$ cat config.mk
export PLATFORM = sky130hd
export DESIGN_NAME = irq_prio_ctrl
export DESIGN_NICKNAME = d
export VERILOG_FILES = /design/src/rtl/irq_prio_ctrl.sv
export SDC_FILE = /design/constraint.sdc
export NUM_CORES = 1
export LEC_CHECK = 0
export BUFFER_PORTS_ARGS = -buffer_cell sky130_fd_sc_hd__buf_2
export CORE_MARGIN = 4
export CORE_UTILIZATION = 50
export CTS_BUF_LIST = sky130_fd_sc_hd__clkbuf_8
export DETAILED_ROUTE_END_ITERATION = 10
export PLACE_DENSITY_LB_ADDON = 0.1
export SYNTH_ARGS = -nofsm -noshare
export SYNTH_HDL_FRONTEND = slang
export SYNTH_SLANG_ARGS = --single-unit
$ cat constraint.sdc
create_clock -name clk -period 78 [get_ports clk]
set_clock_uncertainty 0.15 [all_clocks]
set_input_delay 3.9 -clock clk [delete_from_list [all_inputs] [get_ports clk]]
set_output_delay 3.9 -clock clk [all_outputs]
set_load 0.1 [all_outputs]
$ cat src/rtl/irq_prio_ctrl.sv
module irq_prio_ctrl #(
  parameter int NIRQ = 32,
  parameter int PW   = 2,
  parameter int AW   = 12,
  parameter logic [NIRQ-1:0] LEVEL_LINES = 32'h0000_FFFF,
  localparam int IDW = $clog2(NIRQ)
) (
  input  logic            clk,
  input  logic            rst_n,
  input  logic [NIRQ-1:0] irq_in,
  input  logic            bus_we,
  input  logic [AW-1:0]   bus_addr,
  input  logic [31:0]     bus_wdata,
  output logic [31:0]     bus_rdata,
  output logic            irq_req,
  output logic [IDW-1:0]  irq_id,
  output logic            irq_preempt,
  input  logic            core_ack,
  input  logic            core_exit
);
  localparam logic [AW-1:0] A_ENS  = AW'('h100);
  localparam logic [AW-1:0] A_ENC  = AW'('h180);
  localparam logic [AW-1:0] A_PDS  = AW'('h200);
  localparam logic [AW-1:0] A_PDC  = AW'('h280);
  localparam logic [AW-1:0] A_PRI  = AW'('h400);
  localparam logic [AW-1:0] A_PEND = AW'('h400 + NIRQ);

  logic [NIRQ-1:0] en_q, pend_q, act_q, irq_q;
  logic [PW-1:0]   prio_q [NIRQ];

  logic [NIRQ-1:0] cand;
  logic            win_f, cur_f;
  logic [IDW-1:0]  win_id, cur_id;
  logic [PW-1:0]   win_p, cur_p;

  assign cand = pend_q & en_q;

  always_comb begin
    win_f = 1'b0; win_id = '0; win_p = '0;
    cur_f = 1'b0; cur_id = '0; cur_p = '0;
    for (int i = NIRQ - 1; i >= 0; i--) begin
      if (cand[i] && (!win_f || prio_q[i] <= win_p)) begin
        win_f = 1'b1; win_id = IDW'(i); win_p = prio_q[i];
      end
      if (act_q[i] && (!cur_f || prio_q[i] <= cur_p)) begin
        cur_f = 1'b1; cur_id = IDW'(i); cur_p = prio_q[i];
      end
    end
  end

  assign irq_req     = win_f;
  assign irq_id      = win_id;
  assign irq_preempt = win_f && (!cur_f || win_p < cur_p);

  logic take, leave;
  logic [NIRQ-1:0] take_m, leave_m, pend_set, pend_clr;
  assign take    = core_ack && irq_preempt;
  assign leave   = core_exit && cur_f;
  assign take_m  = take  ? (NIRQ'(1) << win_id) : '0;
  assign leave_m = leave ? (NIRQ'(1) << cur_id) : '0;

  assign pend_set = (bus_we && bus_addr == A_PDS ? bus_wdata[NIRQ-1:0] : '0)
                  | (irq_in & ~irq_q & ~LEVEL_LINES)
                  | (irq_in & LEVEL_LINES);
  assign pend_clr = (bus_we && bus_addr == A_PDC ? bus_wdata[NIRQ-1:0] : '0) | take_m;

  always_ff @(posedge clk) begin
    if (!rst_n) begin
      en_q <= '0; pend_q <= '0; act_q <= '0; irq_q <= '0;
    end else begin
      irq_q  <= irq_in;
      pend_q <= (pend_q & ~pend_clr) | pend_set;
      act_q  <= (act_q & ~leave_m) | take_m;
      if (bus_we && bus_addr == A_ENS) en_q <= en_q | bus_wdata[NIRQ-1:0];
      else if (bus_we && bus_addr == A_ENC) en_q <= en_q & ~bus_wdata[NIRQ-1:0];
    end
  end

  for (genvar g = 0; g < NIRQ; g++) begin : g_prio
    localparam logic [AW-1:0] WADDR = AW'('h400 + 4 * (g / 4));
    always_ff @(posedge clk) begin
      if (!rst_n) prio_q[g] <= '0;
      else if (bus_we && bus_addr == WADDR) prio_q[g] <= bus_wdata[8*(g%4)+7 -: PW];
    end
  end

  always_comb begin
    bus_rdata = '0;
    if (bus_addr == A_ENS || bus_addr == A_ENC) bus_rdata = 32'(en_q);
    else if (bus_addr == A_PDS || bus_addr == A_PDC) bus_rdata = 32'(pend_q);
    else if (bus_addr >= A_PRI && bus_addr < A_PEND) begin
      for (int j = 0; j < 4; j++)
        bus_rdata[8*j+7 -: PW] = prio_q[(int'(bus_addr - A_PRI) / 4) * 4 + j];
    end
  end

  assert_sel_ready_R7: assert property (@(posedge clk) disable iff (!rst_n)
    irq_req |-> (en_q[irq_id] && pend_q[irq_id]));
  assert_preempt_req_R8: assert property (@(posedge clk) disable iff (!rst_n)
    irq_preempt |-> irq_req);
  assert_ack_active_R9: assert property (@(posedge clk) disable iff (!rst_n)
    (core_ack && irq_preempt) |=> act_q[$past(irq_id)]);
  assert_exit_one_R10: assert property (@(posedge clk) disable iff (!rst_n)
    (core_exit && act_q != '0 && !(core_ack && irq_preempt)) |=>
      $countones(act_q) == $countones($past(act_q)) - 1);
  assert_clr_en_R2: assert property (@(posedge clk) disable iff (!rst_n)
    (bus_we && bus_addr == A_ENC) |=> (en_q & $past(bus_wdata[NIRQ-1:0])) == '0);
endmodule

==> flow_summary.yaml, run 1 <==
timing:
  hold_viol: 0
  setup_slack_ns: 25.92
  period_share: 0.668
  hold_ws_ns: 0.331
  tns_ns: 0
  max_clock_freq_ghz: 0.0192
  finalSetupViolations: 0
  fin_crit_ns: 52.08
  worstMarginPinSlew_ns: 1.27
  grt_setup_unrepaired: "false"
  slew_headroom: 0.153
  slew_violations: 0
die:
  fp.dieH_um: 185
  core_um2: 30800
  pin_count: 120
  rows: 64
  start_util: 0.510
  dieArea_um2: 34300
  die_width_um: 185
route:
  ant_nets: 0
  drt-total-wl_mm: 59.9
  wl_per_cell_um: 24.2
  vias: 16400
  drt_iter0_markers: 2031
  routed_via_density: 6.62
  first_pass_iters: 9
  drc: 0
synthesis:
  seq_area_frac_synth: 0.265
  synth.top_cell.area_share: 0.143
  yosys_warnings: 0
  ys_seq_elements: 176
  netlist_top_cells_count: "nand2_1, a21oi_1, o21ai_0"
  synth_area_um2: 15700
  syn_nets: 2197
  synth_async_sr_flop_share: 0
  synth_cells: 1989
  yosysTopAreaCell: "dfxtp_1"
  synth_area_leaders: "dfxtp_1, edfxtp_1, ha_1"
  synth_flop_cell: "dfxtp_1"
  synth_cell_types: 98
  yosysMostFrequentCell: "nand2_1"
  synth_edf_count: 64
  avgSynthCellArea_um2: 7.90
final_layout:
  final_nets: 2270
  register_area_um2: 4160
  final_cell_count_no_fill: 2471
  nFillCells: 2981
  num_antenna_cells: 0
  multi_input_area_um2: 10900
  syn_to_final_growth_pct: 8.27
  drive_gt1_frac: 0.129
setup_path:
  path_class: "register to output port"
  worstPathRequired_ns: 73.95
  r2r-start: "act_q[31]"
  critical_path.endpoint: "irq_preempt"
  cp-start-kind: "register"
  crit_path_start: "act_q[31]"
  arrival_ns: 48.03
  crit_top_cell: "o21ai_0"
  r2r_cells: 208
  cp-end-kind: "output port"
  slowest_stage: "a22oi_1"
  path_max_fanout: 13
  r2r_slack_ns: 29.13
  r2r-end: "pend_q[9]"
  crit_path_max_incr_delay_ns: 0.67
outcome:
  status: "finished, final reports clean"
global_route:
  grt_busiest_layer: "met2"
  antenna_found_initial: 1
  grt_pass1_vias: 15400
  met1_usage: 0.488
  grt_max_degree: 65
  use_met2: 0.518
  grt_overflow_total: 0
  grtUsageMet3: 0.0701
  track_usage: 0.344
  grt_pass1_wl_mm: 90.7
clock_network:
  clk_latency_ns: 0.53
  cts_setup_buffers: 0
  cts_buffers: 17
  cts_tree: "yes"
  htree_levels: 4
  clkSinkCount: 176
  clk_pin_slew_ns: 0.11
  ctsResizeCount: 0
  cts_root_buffer: "clkbuf_8"
  max-clock-path-buffers: 2
  holdBufCountCts: 0
placement:
  place_inst: 2439
  gp_congestion: 1.05
  dp_hpwl_mm: 47.0
  dp_slack_ns: 27.68
  io_buffer_count: 119
pwr:
  p_leak_nw: 7.04
  powerDensity_nw_per_um2: 11.5
  irDropWorstVdd_mv: 0.0155
hold_path:
  hold_path_depth: 2
  hold_path_class: "register to register"
run:
  maxCapViolations: 0
-- cell families (layout without fill, tap and decap cells) --
group,Yosys count,in the layout,share of synthesized area
DFF,176,176,0.265
adders and majority gates,127,127,0.101
muxes,56,56,0.0505
and+or+nand+nor,831,831,0.267
xor gates and xnor gates,1,1,0.000558
AOI/OAI and AO/OA,635,635,0.276
buffers and inverters,163,249,0.0408
-- placed cells by master, fill, tap and decap left out, types with 10 or more instances in the layout --
cell type / n
buf_2: 119
inv_1: 82
dfxtp_1: 112
nor2_1: 130
and3_1: 14
a21boi_0: 21
mux4_2: 16
a21oi_1: 142
clkbuf_8: 17
o21a_1: 23
ha_1: 127
nand4_1: 12
nand2b_1: 21
a21o_1: 16
o31ai_1: 13
nor4_1: 15
a211oi_1: 10
a221oi_1: 18
nor2b_1: 74
nand3_1: 62
o211ai_1: 19
or2_2: 21
a311oi_1: 14
a31oi_1: 23
o21bai_1: 11
and2_1: 108
o311ai_0: 12
o21ai_1: 20
nand2_1: 277
nor3_1: 36
a22oi_1: 13
a22o_1: 26
edfxtp_1: 64
o21ai_0: 135
buf_4: 14
o22ai_1: 22
mux2i_1: 14
mux2_2: 26
-- layout make-up --
class,instances,share of cell area
well taps,396,0.0291
multi-input cells,1650,0.642
inverters,84,0.0185
clock buffers,17,0.0138
clock inverters,15,0.0107
flip-flops and latches,176,0.245
repair buffers,133,0.0412
-- worst min path at each step --
stage | from | to | slack [ns]
after global routing | register | register | 0.35
after detailed placement | register | register | 0.32
after CTS | register | register | 0.33
after global placement | register | register | 0.31
final | register | register | 0.33
after floorplan | register | register | 0.30
-- report_power, final --
group | switching (mW) | internal, mW | leakage [nW] | total (mW)
registers | 0.00589 | 0.0984 | 1.52 | 0.104
clock network | 0.0428 | 0.0248 | 0.209 | 0.0677
logic | 0.0141 | 0.00957 | 5.31 | 0.0236
total | 0.0628 | 0.133 | 7.04 | 0.196
-- critical path: cells and delay by family, from the launching register on --
kind                       cells  cell delay, ns
DFF                            1            0.51
AOI/OAI and AO/OA             90           23.32
and+or+nand+nor               63            8.93
buffers and inverters         10            1.20
muxes                         12            4.35
adders and majority gates     32            9.06
-- per-layer routing --
metal,up-vias,share of wire
met2,933,0.42
met1,7724,0.44
met3,138,0.10
met5,-,0
met4,0,0.039
li1,7574,-
-- metrics by stage --
step | util | area [um^2] | total power [mW]
after floorplan | - | 15700 | 0.118
after CTS | 0.552 | 17000 | 0.195
after detailed placement | 0.538 | 16600 | 0.129
after global placement | 0.538 | 16600 | 0.128
final | 0.552 | 17000 | 0.196
after global routing | 0.552 | 17000 | 0.202
No activity file was read; power rests on OpenSTA's default activity.
==> inputs of run 2 (changes only) <==
==> constraint.sdc (replaced) <==
create_clock -name clk -period 51.9 [get_ports clk]
set_clock_uncertainty 0.15 [all_clocks]
set_input_delay 2.595 -clock clk [delete_from_list [all_inputs] [get_ports clk]]
set_output_delay 2.595 -clock clk [all_outputs]
set_load 0.1 [all_outputs]
==> run 2 against run 1 <==
Worst hold slack got worse by 0.0055 ns; routed wire length decreased by 0.46%; design area increased by 0.58%; flip-flop and latch count unchanged; clock-buffer cell count is 1 higher; combinational power rose by 50%.
==> flow_summary.yaml, run 2 (same netlist as run 1, synthesis figures left out) <==
outcome:
  status: "finished, final reports clean"
setup_path:
  r2r-end: "pend_q[9]"
  cp-start-kind: "register"
  path_max_fanout: 13
  arrival_ns: 45.43
  slowest_stage: "or4_2"
  path_class: "register to output port"
  r2r_cells: 217
  r2r_slack_ns: 5.57
  worstPathRequired_ns: 49.15
  crit_top_cell: "o21ai_0"
  cp-end-kind: "output port"
  crit_path_max_incr_delay_ns: 0.65
route:
  ant_nets: 0
  wl_per_cell_um: 24.1
  first_pass_iters: 6
  drc: 0
  drt-total-wl_mm: 59.6
  vias: 16400
  drt_iter0_markers: 2253
  routed_via_density: 6.65
pwr:
  internal_power_mw: 0.207
  power_switching_mw: 0.0891
  power.clock.fraction: 0.351
  irDropWorstVdd_mv: 0.0195
  p_leak_nw: 7.06
  seq_power_share: 0.529
  combPwrFrac: 0.120
  switching_share: 0.301
  powerDensity_nw_per_um2: 17.3
final_layout:
  nFillCells: 2887
  syn_to_final_growth_pct: 8.90
  final_cell_mix: "nand2_1, a21oi_1, o21ai_0"
  finish.instance_area_um2: 17100
  final_common_cell: "nand2_1"
  drive_gt1_frac: 0.139
  final_cell_count_no_fill: 2471
  multi_input_area_um2: 11000
  register_area_um2: 4160
  final_nets: 2271
global_route:
  grt_overflow_total: 0
  grt_pass1_vias: 15200
  antenna_found_initial: 1
  grt_max_degree: 76
  grt_pass1_wl_mm: 89.8
  track_usage: 0.340
die:
  die_width_um: 185
  rows: 64
  start_util: 0.510
  core_um2: 30800
  dieArea_um2: 34300
  fp.dieH_um: 185
  pin_count: 120
clock_network:
  clkSinkCount: 176
  clk_pin_slew_ns: 0.10
  htree_levels: 4
  max-clock-path-buffers: 2
  cts_tree: "yes"
  clk_latency_ns: 0.50
  cts_buffers: 17
  cts_root_buffer: "clkbuf_8"
timing:
  finalSetupViolations: 0
  period_share: 0.928
  worstMarginPinSlew_ns: 1.23
  max_clock_freq_ghz: 0.0208
  hold_ws_ns: 0.326
  setup_slack_ns: 3.72
  slew_violations: 0
  slew_headroom: 0.178
  hold_viol: 0
  fin_crit_ns: 48.18
placement:
  dp_hpwl_mm: 46.4
  gp_congestion: 1.04
  dpl_cell_area_um2: 16600
  io_buffer_count: 119
  place_inst: 2438
  dp_slack_ns: 2.75
hold_path:
  hold_path_class: "register to register"
  hold_path_depth: 2
run:
  maxCapViolations: 0
run 2: cell count changes in the layout (fill, tap and decap cells not counted), sizes merged:
cell      delta
diode        +1
clkinvlp     +1
clkbuf       +2
clkinv       -6
bufinv       +2
run 2: final cells by class:
class / instances / area share
diodes: 1 / 0.000146
well taps: 396 / 0.0290
multi-input cells: 1650 / 0.645
inverters: 84 / 0.0184
clock inverters: 12 / 0.00856
clock buffers: 18 / 0.0145
repair buffers: 134 / 0.0415
flip-flops and latches: 176 / 0.243
run 2: worst max-delay path, delay by kind of cell, from the launching register on:
kind	cells	cell delay (ns)
adders and majority gates	32	8.90
muxes	4	1.22
buffers and inverters	8	0.97
and+or+nand+nor	71	12.29
DFF	1	0.48
AOI/OAI and AO/OA	100	21.12
run 2: worst max path at each step:
stage | to | slack, ns | depth (start not counted)
5_1_grt | irq_preempt | -0.07 | 216
6_report | irq_preempt | 3.72 | 215
2_1_floorplan | irq_preempt | 8.60 | 220
3_5_place_dp | irq_preempt | 2.75 | 204
4_1_cts | irq_preempt | 1.97 | 204
3_3_place_gp | irq_preempt | 2.66 | 207
run 2: layer usage:
layer,up-vias,routed length (um),GRT usage
met4,0,2460,0.130
met2,976,24700,0.500
met5,-,0,0
li1,7569,-,-
met1,7758,25600,0.491
met3,136,6880,0.0691
run 2: power by group through the flow:
stage / logic, mW / registers (mW) / clock network, mW
2_1_floorplan: 0.0221 / 0.155 / 0
3_3_place_gp: 0.0338 / 0.159 / 0
3_5_place_dp: 0.0344 / 0.159 / 0
4_1_cts: 0.0347 / 0.156 / 0.104
5_1_grt: 0.0391 / 0.157 / 0.109
6_report: 0.0355 / 0.157 / 0.104
run 2: repair_timing:
item | in CTS | in global routing
buffers inserted | 0 | 2
setup endpoints to repair | 0 | 66
resized for setup | 0 | 25
hold buffers | 0 | 0
run 2: stage by stage:
step | utilization | total power, mW | TNS (ns)
global route | 0.555 | 0.305 | -0.0673
floorplan | - | 0.177 | 0
CTS | 0.551 | 0.294 | 0
global placement | 0.538 | 0.193 | 0
detailed placement | 0.538 | 0.194 | 0
finish | 0.555 | 0.296 | 0
